**config.mk**
```make
export PLATFORM = sky130hd
export DESIGN_NAME = stall_trigger
export DESIGN_NICKNAME = d
export VERILOG_FILES = /design/src/rtl/stall_trig_pkg.sv /design/src/rtl/near_check.sv /design/src/rtl/stall_counter.sv /design/src/rtl/stall_trigger.sv
export SDC_FILE = /design/constraint.sdc
export NUM_CORES = 1
export LEC_CHECK = 0
export ABC_AREA = 0
export BUFFER_PORTS_ARGS = -buffer_cell sky130_fd_sc_hd__buf_4
export CAP_MARGIN = 0
export CELL_PAD_IN_SITES_DETAIL_PLACEMENT = 1
export CELL_PAD_IN_SITES_GLOBAL_PLACEMENT = 2
export CORE_MARGIN = 3
export CORE_UTILIZATION = 42
export CTS_CLUSTER_SIZE = 12
export DETAILED_ROUTE_END_ITERATION = 8
export GPL_TIMING_DRIVEN = 0
export PLACE_DENSITY_LB_ADDON = 0.3
export SKIP_LAST_GASP = 1
export SYNTH_ARGS = -nofsm -noshare
export SYNTH_HDL_FRONTEND = slang
export SYNTH_HIERARCHICAL = 1
export SYNTH_SLANG_ARGS = --single-unit
```
**constraint.sdc**
```tcl
create_clock -name clk_i -period 5.4 [get_ports clk_i]
set_input_delay 1.08 -clock clk_i [delete_from_list [all_inputs] [get_ports clk_i]]
set_output_delay 1.08 -clock clk_i [all_outputs]
set_load 0.02 [all_outputs]
```
**src/rtl/stall_trig_pkg.sv**
```systemverilog
package stall_trig_pkg;
  localparam int unsigned PctScale = 100;
  localparam int unsigned PctW     = $clog2(PctScale + 1);
endpackage

```
**src/rtl/near_check.sv**
```systemverilog
module near_check
  import stall_trig_pkg::*;
#(
  parameter int unsigned FIT_W    = 16,
  parameter int unsigned NEAR_PCT = 95
) (
  input  logic [FIT_W-1:0] best_i,
  input  logic [FIT_W-1:0] max_i,
  output logic             near_o
);
  localparam int unsigned ProdW = FIT_W + PctW;

  logic [ProdW-1:0] lhs, rhs;

  // widened so neither product can overflow
  assign lhs    = ProdW'(best_i) * ProdW'(PctScale);
  assign rhs    = ProdW'(max_i) * ProdW'(NEAR_PCT);
  assign near_o = (lhs >= rhs);
endmodule

```
**src/rtl/stall_counter.sv**
```systemverilog
module stall_counter #(
  parameter int unsigned FIT_W = 16,
  parameter int unsigned CNT_W = 9
) (
  input  logic             clk_i,
  input  logic             rst_ni,
  input  logic             clr_i,
  input  logic             step_i,
  input  logic [FIT_W-1:0] fit_i,
  output logic [CNT_W-1:0] cnt_o,
  output logic [CNT_W-1:0] cnt_nxt_o
);
  localparam logic [CNT_W-1:0] CntMax = '1;

  logic [FIT_W-1:0] prev_q;
  logic             have_prev_q;
  logic [CNT_W-1:0] cnt_q;
  logic             same;

  assign same      = have_prev_q && (fit_i == prev_q);
  assign cnt_nxt_o = !same ? '0 : (cnt_q == CntMax) ? cnt_q : cnt_q + 1'b1;
  assign cnt_o     = cnt_q;

  always_ff @(posedge clk_i or negedge rst_ni) begin
    if (!rst_ni) begin
      cnt_q       <= '0;
      prev_q      <= '0;
      have_prev_q <= 1'b0;
    end else if (clr_i) begin
      cnt_q       <= '0;
      prev_q      <= '0;
      have_prev_q <= 1'b0;
    end else if (step_i) begin
      cnt_q       <= cnt_nxt_o;
      prev_q      <= fit_i;
      have_prev_q <= 1'b1;
    end
  end


  repeat_inc_chk: assert property (@(posedge clk_i) disable iff (!rst_ni)
    (step_i && !clr_i && have_prev_q && fit_i == prev_q && cnt_q != CntMax)
      |=> (cnt_q == CNT_W'($past(cnt_q) + 1'b1)));

  change_clr_chk: assert property (@(posedge clk_i) disable iff (!rst_ni)
    (step_i && !clr_i && have_prev_q && fit_i != prev_q) |=> (cnt_q == '0));

  first_zero_chk: assert property (@(posedge clk_i) disable iff (!rst_ni)
    (step_i && !clr_i && !have_prev_q) |=> (cnt_q == '0));

  no_wrap_chk: assert property (@(posedge clk_i) disable iff (!rst_ni)
    (cnt_q == CntMax && step_i && !clr_i && fit_i == prev_q) |=> (cnt_q == CntMax));
endmodule

```
**src/rtl/stall_trigger.sv**
```systemverilog
module stall_trigger
  import stall_trig_pkg::*;
#(
  parameter int unsigned FIT_W    = 16,
  parameter int unsigned CNT_W    = 9,
  parameter int unsigned LIM_W    = CNT_W,
  parameter int unsigned NEAR_PCT = 95
) (
  input  logic             clk_i,
  input  logic             rst_ni,
  input  logic             restart_i,
  input  logic             gen_valid_i,
  input  logic [FIT_W-1:0] best_fit_i,
  input  logic [FIT_W-1:0] max_fit_i,
  input  logic [LIM_W-1:0] stall_limit_i,
  output logic             repair_o,
  output logic [CNT_W-1:0] stall_cnt_o
);
  localparam int unsigned CmpW = (LIM_W > CNT_W) ? LIM_W : CNT_W;

  logic             trig_q;
  logic             near;
  logic             armed;
  logic             step;
  logic [CNT_W-1:0] cnt_nxt;
  logic             stalled;

  near_check #(
    .FIT_W   (FIT_W),
    .NEAR_PCT(NEAR_PCT)
  ) i_near_check (
    .best_i(best_fit_i),
    .max_i (max_fit_i),
    .near_o(near)
  );

  // threshold test wins: a near-complete strobe leaves the counter alone
  assign armed = gen_valid_i && !trig_q && !restart_i;
  assign step  = armed && !near;

  stall_counter #(
    .FIT_W(FIT_W),
    .CNT_W(CNT_W)
  ) i_stall_counter (
    .clk_i    (clk_i),
    .rst_ni   (rst_ni),
    .clr_i    (restart_i),
    .step_i   (step),
    .fit_i    (best_fit_i),
    .cnt_o    (stall_cnt_o),
    .cnt_nxt_o(cnt_nxt)
  );

  assign stalled = (CmpW'(cnt_nxt) >= CmpW'(stall_limit_i));

  always_ff @(posedge clk_i or negedge rst_ni) begin
    if (!rst_ni)                        trig_q <= 1'b0;
    else if (restart_i)                 trig_q <= 1'b0;
    else if (armed && (near || stalled)) trig_q <= 1'b1;
  end

  assign repair_o = trig_q;


  near_trig_chk: assert property (@(posedge clk_i) disable iff (!rst_ni)
    (gen_valid_i && !restart_i && !repair_o && near) |=> (repair_o && $stable(stall_cnt_o)));

  stall_trig_chk: assert property (@(posedge clk_i) disable iff (!rst_ni)
    (gen_valid_i && !restart_i && !repair_o && CmpW'(cnt_nxt) >= CmpW'(stall_limit_i))
      |=> repair_o);

  sticky_chk: assert property (@(posedge clk_i) disable iff (!rst_ni)
    (repair_o && !restart_i) |=> (repair_o && $stable(stall_cnt_o)));

  restart_chk: assert property (@(posedge clk_i) disable iff (!rst_ni)
    restart_i |=> (!repair_o && stall_cnt_o == '0));

  idle_chk: assert property (@(posedge clk_i) disable iff (!rst_ni)
    (!gen_valid_i && !restart_i) |=> ($stable(repair_o) && $stable(stall_cnt_o)));
endmodule

```
Word-level counts from Yosys, hierarchy flattened:

Cells that the tools add are included.

* input bits: 45
* word-level logic and storage cells: 32
* output and inout port bits: 10
* bits in registers: 27

* reductions and logical operators: 11
* equal/unequal tests: 2
* multiply operators: 2
* $add $sub $neg: 1
* order comparisons: 2
* multiplexer cells: 10

Operator list (number)
* $mux W9: 4
* $mux W16: 2
* $ge A23 B23 Y1: 1
* $mul A16 B7 Y23 const B: 1
* $mul A16 B5 Y21 const B: 1
* $eq A16 B16 Y1: 1
* $add A9 B1 Y9 const B: 1
* $eq A9 B9 Y1 const B: 1
* $ge A9 B9 Y1: 1
* $logic_and A1 B1 Y1: 5
* $mux W1: 4
* $reduce_bool A2 Y1: 2
* $logic_not A1 Y1: 3
* $logic_or A1 B1 Y1: 1

Longest topological paths before layout:

Gate-level depths: netlist of run 1.

* depth in word-level cells: 8
* gate-level depth with buffers: 29
* depth with buffers taken out: 28

Cells and area by module:

The synthesis of run 1 kept the hierarchy.

Modules (own cells, without submodules)
* near_check: area an instance 4680.7 µm², cells each 524, instances 1
* stall_counter: area an instance 1581.5 µm², cells each 171, instances 1
* stall_trigger: area an instance 272.8 µm², cells each 35, instances 1

Least setup slack after synthesis of run 1:

No wires, ideal clock.

* kind: input to register
* from: input port max_fit_i[13]
* to: register i_stall_counter.prev_q[5]
* data required time: 5268 ps
* arrival: 6835 ps
* stages: 25
* buffers on the path: 4
* path slack: -1567 ps
* cell sequence: inv_1 > fa_1 > fa_1 > fa_1 > inv_1 > fa_1 > ha_1 > and3_1 > clkbuf_1 > and3_1 > a2111oi_0 > o21ai_1 > a21oi_1 > xor2_1 > ha_1 > and4_1 > o21ai_0 > a31oi_1 > a211o_1 > nor4b_1 > clkbuf_1 > buf_2 > buf_2 > mux2i_1 > nor2_1

* cells in the longest elaborated chain, start to end: 5

Ends and longest elaborated chain
* from (decl): RTL line stall_trigger.sv:14 `input logic [FIT_W-1:0] max_fit_i,`
* $mul A16 B7 Y23: RTL line near_check.sv:17 `assign rhs = ProdW'(max_i) * ProdW'(NEAR_PCT);`
* $ge A23 B23 Y1: RTL line near_check.sv:18 `assign near_o = (lhs >= rhs);`
* via near: RTL line stall_trigger.sv:22 `logic near;`
* $logic_not A1 Y1: RTL line stall_trigger.sv:39 `assign step = armed && !near;`
* $logic_and A1 B1 Y1: RTL line stall_trigger.sv:39
* via step: RTL line stall_trigger.sv:24 `logic step;`
* $reduce_bool A2 Y1 (no line)
* to (signal assigned): RTL line stall_counter.sv:35 `prev_q <= fit_i;`
* to (decl): RTL line stall_counter.sv:15 `logic [FIT_W-1:0] prev_q;`

The timed path passes the listed nets, and every way through them passes these cells.
A chain may end at the register's enable or synchronous reset.

Worst setup path in the final report of run 1:

* from: input port max_fit_i[5]
* to: register i_stall_counter.cnt_q[0], in the netlist i_stall_counter/cnt_o[0]

* cells in the longest elaborated chain, start to end: 5

Ends and longest elaborated chain
* $mul A16 B7 Y23: RTL line near_check.sv:17
* $ge A23 B23 Y1: RTL line near_check.sv:18
* via near: RTL line stall_trigger.sv:22
* $logic_not A1 Y1: RTL line stall_trigger.sv:39
* $logic_and A1 B1 Y1: RTL line stall_trigger.sv:39
* via step: RTL line stall_trigger.sv:24
* $reduce_bool A2 Y1 (no line)
* to (signal assigned): RTL line stall_counter.sv:34 `cnt_q <= cnt_nxt_o;`
* to (decl): RTL line stall_counter.sv:17 `logic [CNT_W-1:0] cnt_q;`

The timed path passes the listed nets, and every way through them passes these cells.

==> results.py, run 1 <==
metrics = {
    "run_status": {
        "outcome": "complete, but fails checks",
        "violations": "negative setup slack",
    },
    "detailed_routing": {
        "ant_nets": 0,
        "routed_wl_um": 18000,
        "via_count": 5523,
        "wl_per_cell_um": 18.0,
        "drcViolationCount": 0,
        "dr.pass1.iters": 4,
        "drtIter0Drc": 235,
        "viasPerCell": 5.51,
    },
    "sta": {
        "rsz0062_at_grt": "yes",
        "hold_violations": 0,
        "holdWs_ns": 0.545,
        "skew_ns": 0.0137,
        "drv_slew": 0,
        "finalSetupViolCount": 27,
        "tightest_slew_ns": 0.551,
        "timing.fmax_mhz": 146,
        "min_period_over_period": 1.26,
        "finalSetupTns_ns": -36.11,
        "slew_headroom": 0.632,
        "layout_setup_ws_ns": -1.43,
        "min_period_ns": 6.83,
    },
    "synth": {
        "synth-seq-area-share": 0.103,
        "yosys.area.top_type_share": 0.258,
        "synth_edf_count": 0,
        "ys_seq_elements": 27,
        "ys_types": 55,
        "synthesis.nets": 975,
        "yosysTopAreaCell": "ha_1",
        "syn_area_um2": 6540,
        "syn-instance-count": 730,
        "async_flop_share": 1.00,
        "ys.flop_type": "dfrtp_1",
        "yosysWarnings": 6,
        "syn_avg_cell_area_um2": 8.95,
        "ys_top_cells_by_area": "ha_1, fa_1, dfrtp_1, inv_1, xnor2_1",
    },
    "global_route": {
        "grt_use_total": 0.221,
        "antenna_found_initial": 0,
        "first_global_vias": 6205,
        "grt_pass1_wl_um": 30400,
        "grt_max_degree": 28,
        "gr-total-overflow": 0,
    },
    "floorplanning": {
        "fp.coreArea_um2": 14900,
        "start_util": 0.440,
        "ios": 55,
        "rows": 44,
        "die_width_um": 131,
        "dieHeight_um": 131,
        "die_area_um2": 17100,
    },
    "worst_setup_path": {
        "startpoint_type": "primary input",
        "path_class": "in -> reg",
        "cp_slowest_cell": "fa_1",
        "crit_top_cell": "fa_1",
        "r2r-start": "i_stall_counter/prev_q[15]$_DFFE_PN0P_",
        "cp_slowest_stage_delay_ns": 0.56,
        "worstSetupEndpointType": "flip-flop",
        "worstPathRequired_ns": 5.59,
        "arrival_ns": 7.02,
        "worst_setup_path_startpoint": "max_fit_i[5]",
        "worstPathMaxFanout": 5,
    },
    "run": {
        "drv_cap": 0,
    },
    "final_layout": {
        "final_cell_mix": "inv_1, ha_1, buf_4",
        "nNetsFinal": 1065,
        "syn_to_final_growth_pct": 23.7,
        "diodes": 0,
        "final_common_cell": "inv_1",
        "drive_above_1_share": 0.208,
        "final_cells": 1003,
    },
    "cts": {
        "clock-sinks": 27,
        "cts.htree.levels": 1,
        "insertion_delay_ns": 0.28,
        "cts_tree": "done",
        "holdBufCountCts": 0,
        "cts_buffer_depth": 2,
        "path_clk_slew_ns": 0.08,
        "cts_buffers": 3,
        "cts.root.buffer_cell": "clkbuf_16",
    },
    "worst_hold_path": {
        "hold_class": "reg -> reg",
        "hold_start": "i_stall_counter/prev_q[8]$_DFFE_PN0P_",
    },
    "pwr": {
        "power.density_nw_per_um2": 523,
        "ir_worst_vdd_v": 0.000280,
        "p_leak_uw": 0.00393,
    },
    "placed_design": {
        "gp_congestion": 0.860,
        "io_buffers": 54,
        "dpl.cell_count": 968,
        "dp_hpwl_um": 14300,
    },
}
[flip-flops by register name, summed over array words and instances, names as in the netlist]
name and cells:
i_stall_counter/cnt_o 9, i_stall_counter/have_prev_q 1, i_stall_counter/prev_q 16, repair_o 1
[metrics by stage]
stage / utilization / setup slack [ns] / total power [uW] / cell area [um^2]
finish: 0.544 / -1.43 / 4230 / 8080
CTS: 0.538 / -1.34 / 4060 / 7990
global route: 0.544 / -1.71 / 4670 / 8080
detailed placement: 0.493 / -2.09 / 3200 / 7330
floorplan: - / -1.04 / 2540 / 6690
global placement: 0.493 / -1.99 / 3040 / 7330
[what timing repair did]
| action | 4_1_cts | 5_1_grt |
|---|---|---|
| pin swaps | 73 | 5 |
| buffers inserted | 28 | 4 |
| resized for setup | 73 | 12 |
| cloned | 1 | 0 |
| setup endpoints to repair | 27 | 27 |
[layer usage]
| metal | routed length (um) | up-vias | share of wire | GRT usage |
|---|---|---|---|---|
| met4 | 95 | 0 | 0.0053 | 0.0194 |
| met2 | 9260 | 59 | 0.51 | 0.407 |
| met3 | 411 | 10 | 0.023 | 0.0159 |
| met1 | 8270 | 2786 | 0.46 | 0.295 |
| li1 | - | 2668 | - | - |
| met5 | 0 | - | 0 | 0 |
[critical path: cells and delay by family]
kind / cells / cell delay [ns]
xor+xnor: 1 / 0.13
fa+ha+maj: 6 / 2.64
simple gates: 4 / 0.53
buf+inv: 5 / 0.70
mux: 1 / 0.27
compound gates: 9 / 1.66
[layout make-up]
class / instances / area, um^2
Fill cell: 1708 / 6780
Clock buffer: 3 / 75.1
Sequential cell: 27 / 676
Inverter: 131 / 499
Buffer: 13 / 108
Multi-Input combinational cell: 557 / 5740
Timing Repair Buffer: 87 / 751
Tap cell: 184 / 230
Clock inverter: 1 / 7.51
[report_power, final]
part           total [uW]  switching (uW)  leakage [uW]  internal (uW)
logic                3800            1980       0.00352           1820
registers             249            21.2      0.000373            227
clock network         180            79.3     0.0000371            101
total                4230            2080       0.00393           2150
[logic make-up (layout without fill, tap and decap cells)]
family	Yosys count	count (layout)	synth area share
fa+ha+maj	200	200	0.458
buf+inv	146	235	0.0862
xor+xnor	48	48	0.0643
compound gates	126	126	0.125
mux	24	24	0.0375
flops	27	27	0.103
simple gates	159	159	0.126
[final timing paths]
check | slack (ns) | depth (start not counted) | to
worst min register to register | 0.54 | 2 | i_stall_counter/prev_q[8]$_DFFE_PN0P_
worst min-delay path | 0.54 | 2 | i_stall_counter/prev_q[8]$_DFFE_PN0P_
max in group asynchronous | 4.40 | 1 | i_stall_counter/prev_q[6]$_DFFE_PN0P_
worst max register to register | 2.10 | 11 | repair_o$_DFFE_PN0P_
min in group asynchronous | 0.72 | 1 | i_stall_counter/have_prev_q$_DFFE_PN0P_
worst max-delay path | -1.43 | 26 | i_stall_counter/cnt_o[0]$_DFFE_PN0P_
[Yosys cell counts (2+ instances only)]
library cell,n
a211o_1,3
a211oi_1,11
a21o_1,14
a21oi_1,38
a31oi_1,6
and3_1,7
buf_2,6
clkbuf_1,8
dfrtp_1,27
fa_1,65
ha_1,135
inv_1,131
mux2i_1,23
nand2_1,21
nand2b_1,13
nand3_1,15
nand4_1,11
nand4_2,2
nand4b_1,2
nor2_1,59
nor2b_1,3
nor3_1,6
nor4_1,5
nor4b_1,4
o211ai_1,5
o21a_1,3
o21ai_0,19
o21ai_1,5
o21bai_1,5
o31ai_1,2
o32ai_1,4
or3_1,2
or4_1,2
xnor2_1,31
xor2_1,17
Note: power is estimated with default switching activity, not from simulation.
==> run 2, diff against run 1 <==
Settings changed: CAP_MARGIN 0 to not set, CORE_UTILIZATION 42 to 40.
==> run 2 against run 1 <==
The flow still finishes with violations (negative setup slack); wire length shrank 3.5%; combinational power about the same; clock skew decreased by 0.0091 ns; critical path type unchanged; highest routed layer unchanged.
==> results.py, run 2 (same netlist as run 1, synthesis figures left out) <==
metrics = {
    "floorplanning": {
        "fp.coreArea_um2": 15900,
        "dieHeight_um": 134,
        "die_area_um2": 17900,
        "start_util": 0.410,
        "ios": 55,
        "die_width_um": 134,
        "rows": 46,
    },
    "final_layout": {
        "diodes": 0,
        "final_cells": 1031,
        "fin_area_um2": 8120,
        "nNetsFinal": 1061,
        "top_register": "i_stall_counter/prev_q",
        "final_cell_mix": "inv_1, ha_1, buf_4",
        "largest_reg_flops": 16,
        "syn_to_final_growth_pct": 24.2,
        "drive_above_1_share": 0.209,
    },
    "worst_setup_path": {
        "path_class": "in -> reg",
        "worstSetupEndpointType": "flip-flop",
        "startpoint_type": "primary input",
        "cp_num_cells": 26,
        "r2r_end": "repair_o$_DFFE_PN0P_",
        "worstPathMaxFanout": 8,
        "arrival_ns": 6.91,
        "cp_slowest_stage_delay_ns": 0.56,
        "worstPathRequired_ns": 5.55,
        "reg2reg_slack_ns": 2.25,
        "cp_slowest_cell": "fa_1",
        "critical_path.top_delay_family": "adder cells",
        "crit_buf_inv": 4,
        "r2r-start": "i_stall_counter/prev_q[15]$_DFFE_PN0P_",
        "crit_top_cell": "fa_1",
        "ff2ff_path_depth": 11,
    },
    "sta": {
        "rsz0062_at_grt": "yes",
        "hold_violations": 0,
        "min_period_over_period": 1.25,
        "finalSetupTns_ns": -33.53,
        "finalSetupViolCount": 27,
        "drv_slew": 0,
        "skew_ns": 0.00456,
        "min_period_ns": 6.75,
        "timing.fmax_mhz": 148,
        "slew_headroom": 0.666,
        "holdWs_ns": 0.544,
        "tightest_slew_ns": 0.501,
        "layout_setup_ws_ns": -1.35,
    },
    "cts": {
        "cts_buffers": 3,
        "path_clk_slew_ns": 0.07,
        "cts_tree": "done",
        "cts.root.buffer_cell": "clkbuf_16",
        "cts_buffer_depth": 2,
        "insertion_delay_ns": 0.26,
        "clock-sinks": 27,
        "cts.htree.levels": 1,
    },
    "placed_design": {
        "placed_area_um2": 7370,
        "dp_hpwl_um": 14200,
        "gp_congestion": 0.864,
        "io_buffers": 54,
        "dpl.cell_count": 1000,
    },
    "detailed_routing": {
        "dr.pass1.iters": 4,
        "routed_wl_um": 17400,
        "wl_per_cell_um": 16.9,
        "drcViolationCount": 0,
        "viasPerCell": 5.29,
        "drtIter0Drc": 138,
        "via_count": 5452,
        "ant_nets": 0,
    },
    "pwr": {
        "power.density_nw_per_um2": 517,
        "power.internal_uw": 2140,
        "pwr-share-comb": 0.900,
        "p_leak_uw": 0.00393,
        "pwr-share-seq": 0.060,
        "ir_worst_vdd_v": 0.000290,
        "power_switching_uw": 2060,
        "clockPowerShare": 0.040,
        "switching_share": 0.490,
    },
    "global_route": {
        "grt_max_degree": 28,
        "first_global_vias": 6084,
        "gr-total-overflow": 0,
        "grt_pass1_wl_um": 29500,
        "antenna_found_initial": 0,
        "grt_use_total": 0.197,
    },
    "run": {
        "drv_cap": 0,
    },
    "run_status": {
        "outcome": "complete, but fails checks",
        "violations": "negative setup slack",
    },
    "worst_hold_path": {
        "hold_path_end": "i_stall_counter/prev_q[6]$_DFFE_PN0P_",
        "holdPathStages": 2,
        "hold_class": "reg -> reg",
        "hold_start": "i_stall_counter/prev_q[6]$_DFFE_PN0P_",
    },
}
[run 2: cell count changes in the layout (fill, tap and decap cells not counted), sizes merged]
cell and delta:
buf -7, clkbuf +4, clkinvlp -1
[run 2: final cells by class]
class                      count  area [um^2]
clock buffer                   4         78.8
fill                        1894         7820
inverter                     131          499
timing repair buffer          81          697
buffer                        15          134
sequential                    27          676
tap                          216          270
multi-input combinational    557         5760
[run 2: per-layer routing]
layer	GRT usage	wire length, um	vias to the layer above	part of all wire
li1	-	-	2655	-
met1	0.272	8070	2731	0.46
met2	0.357	8870	58	0.51
met3	0.0143	409	8	0.024
met4	0.0126	57	0	0.0033
met5	0	0	-	0
[run 2: tightest hold or removal path: cells and delay by family (launching register included)]
kind	cells	cell delay, ns
DFF	1	0.36
muxes	1	0.07
and+or+nand+nor	1	0.08
[run 2: worst max-delay path by stage]
stage | start | to | slack [ns]
6_report | max_fit_i[6] | i_stall_counter/cnt_o[8]$_DFFE_PN0P_ | -1.35
3_5_place_dp | max_fit_i[7] | i_stall_counter/prev_q[12]$_DFFE_PN0P_ | -2.17
2_1_floorplan | max_fit_i[13] | i_stall_counter/prev_q[5]$_DFFE_PN0P_ | -1.04
5_1_grt | max_fit_i[13] | i_stall_counter/cnt_o[8]$_DFFE_PN0P_ | -1.57
3_3_place_gp | max_fit_i[7] | i_stall_counter/cnt_o[1]$_DFFE_PN0P_ | -1.90
4_1_cts | max_fit_i[6] | i_stall_counter/prev_q[12]$_DFFE_PN0P_ | -1.40
[run 2: power by group through the flow]
stage               registers, uW  logic, uW  clock network (uW)
floorplan                     251       2290                   0
global placement              250       2800                   0
detailed placement            252       2940                   0
CTS                           248       3480                 174
global route                  253       4240                 183
finish                        250       3780                 169
[run 2: what timing repair did]
item                       in CTS  in global routing
gates resized for setup        56                 31
pin swaps                      54                 21
hold buffers                    0                  0
setup endpoints to repair      27                 27
gates cloned                    1                  1
buffers inserted               19                  6
[run 2: through the flow]
step                      setup WS [ns]  power [uW]   util
after floorplan                   -1.04        2540      -
after global placement            -1.90        3050  0.462
after detailed placement          -2.17        3190  0.462
after CTS                         -1.40        3900  0.495
after global routing              -1.57        4680  0.509
final                             -1.35        4200  0.509
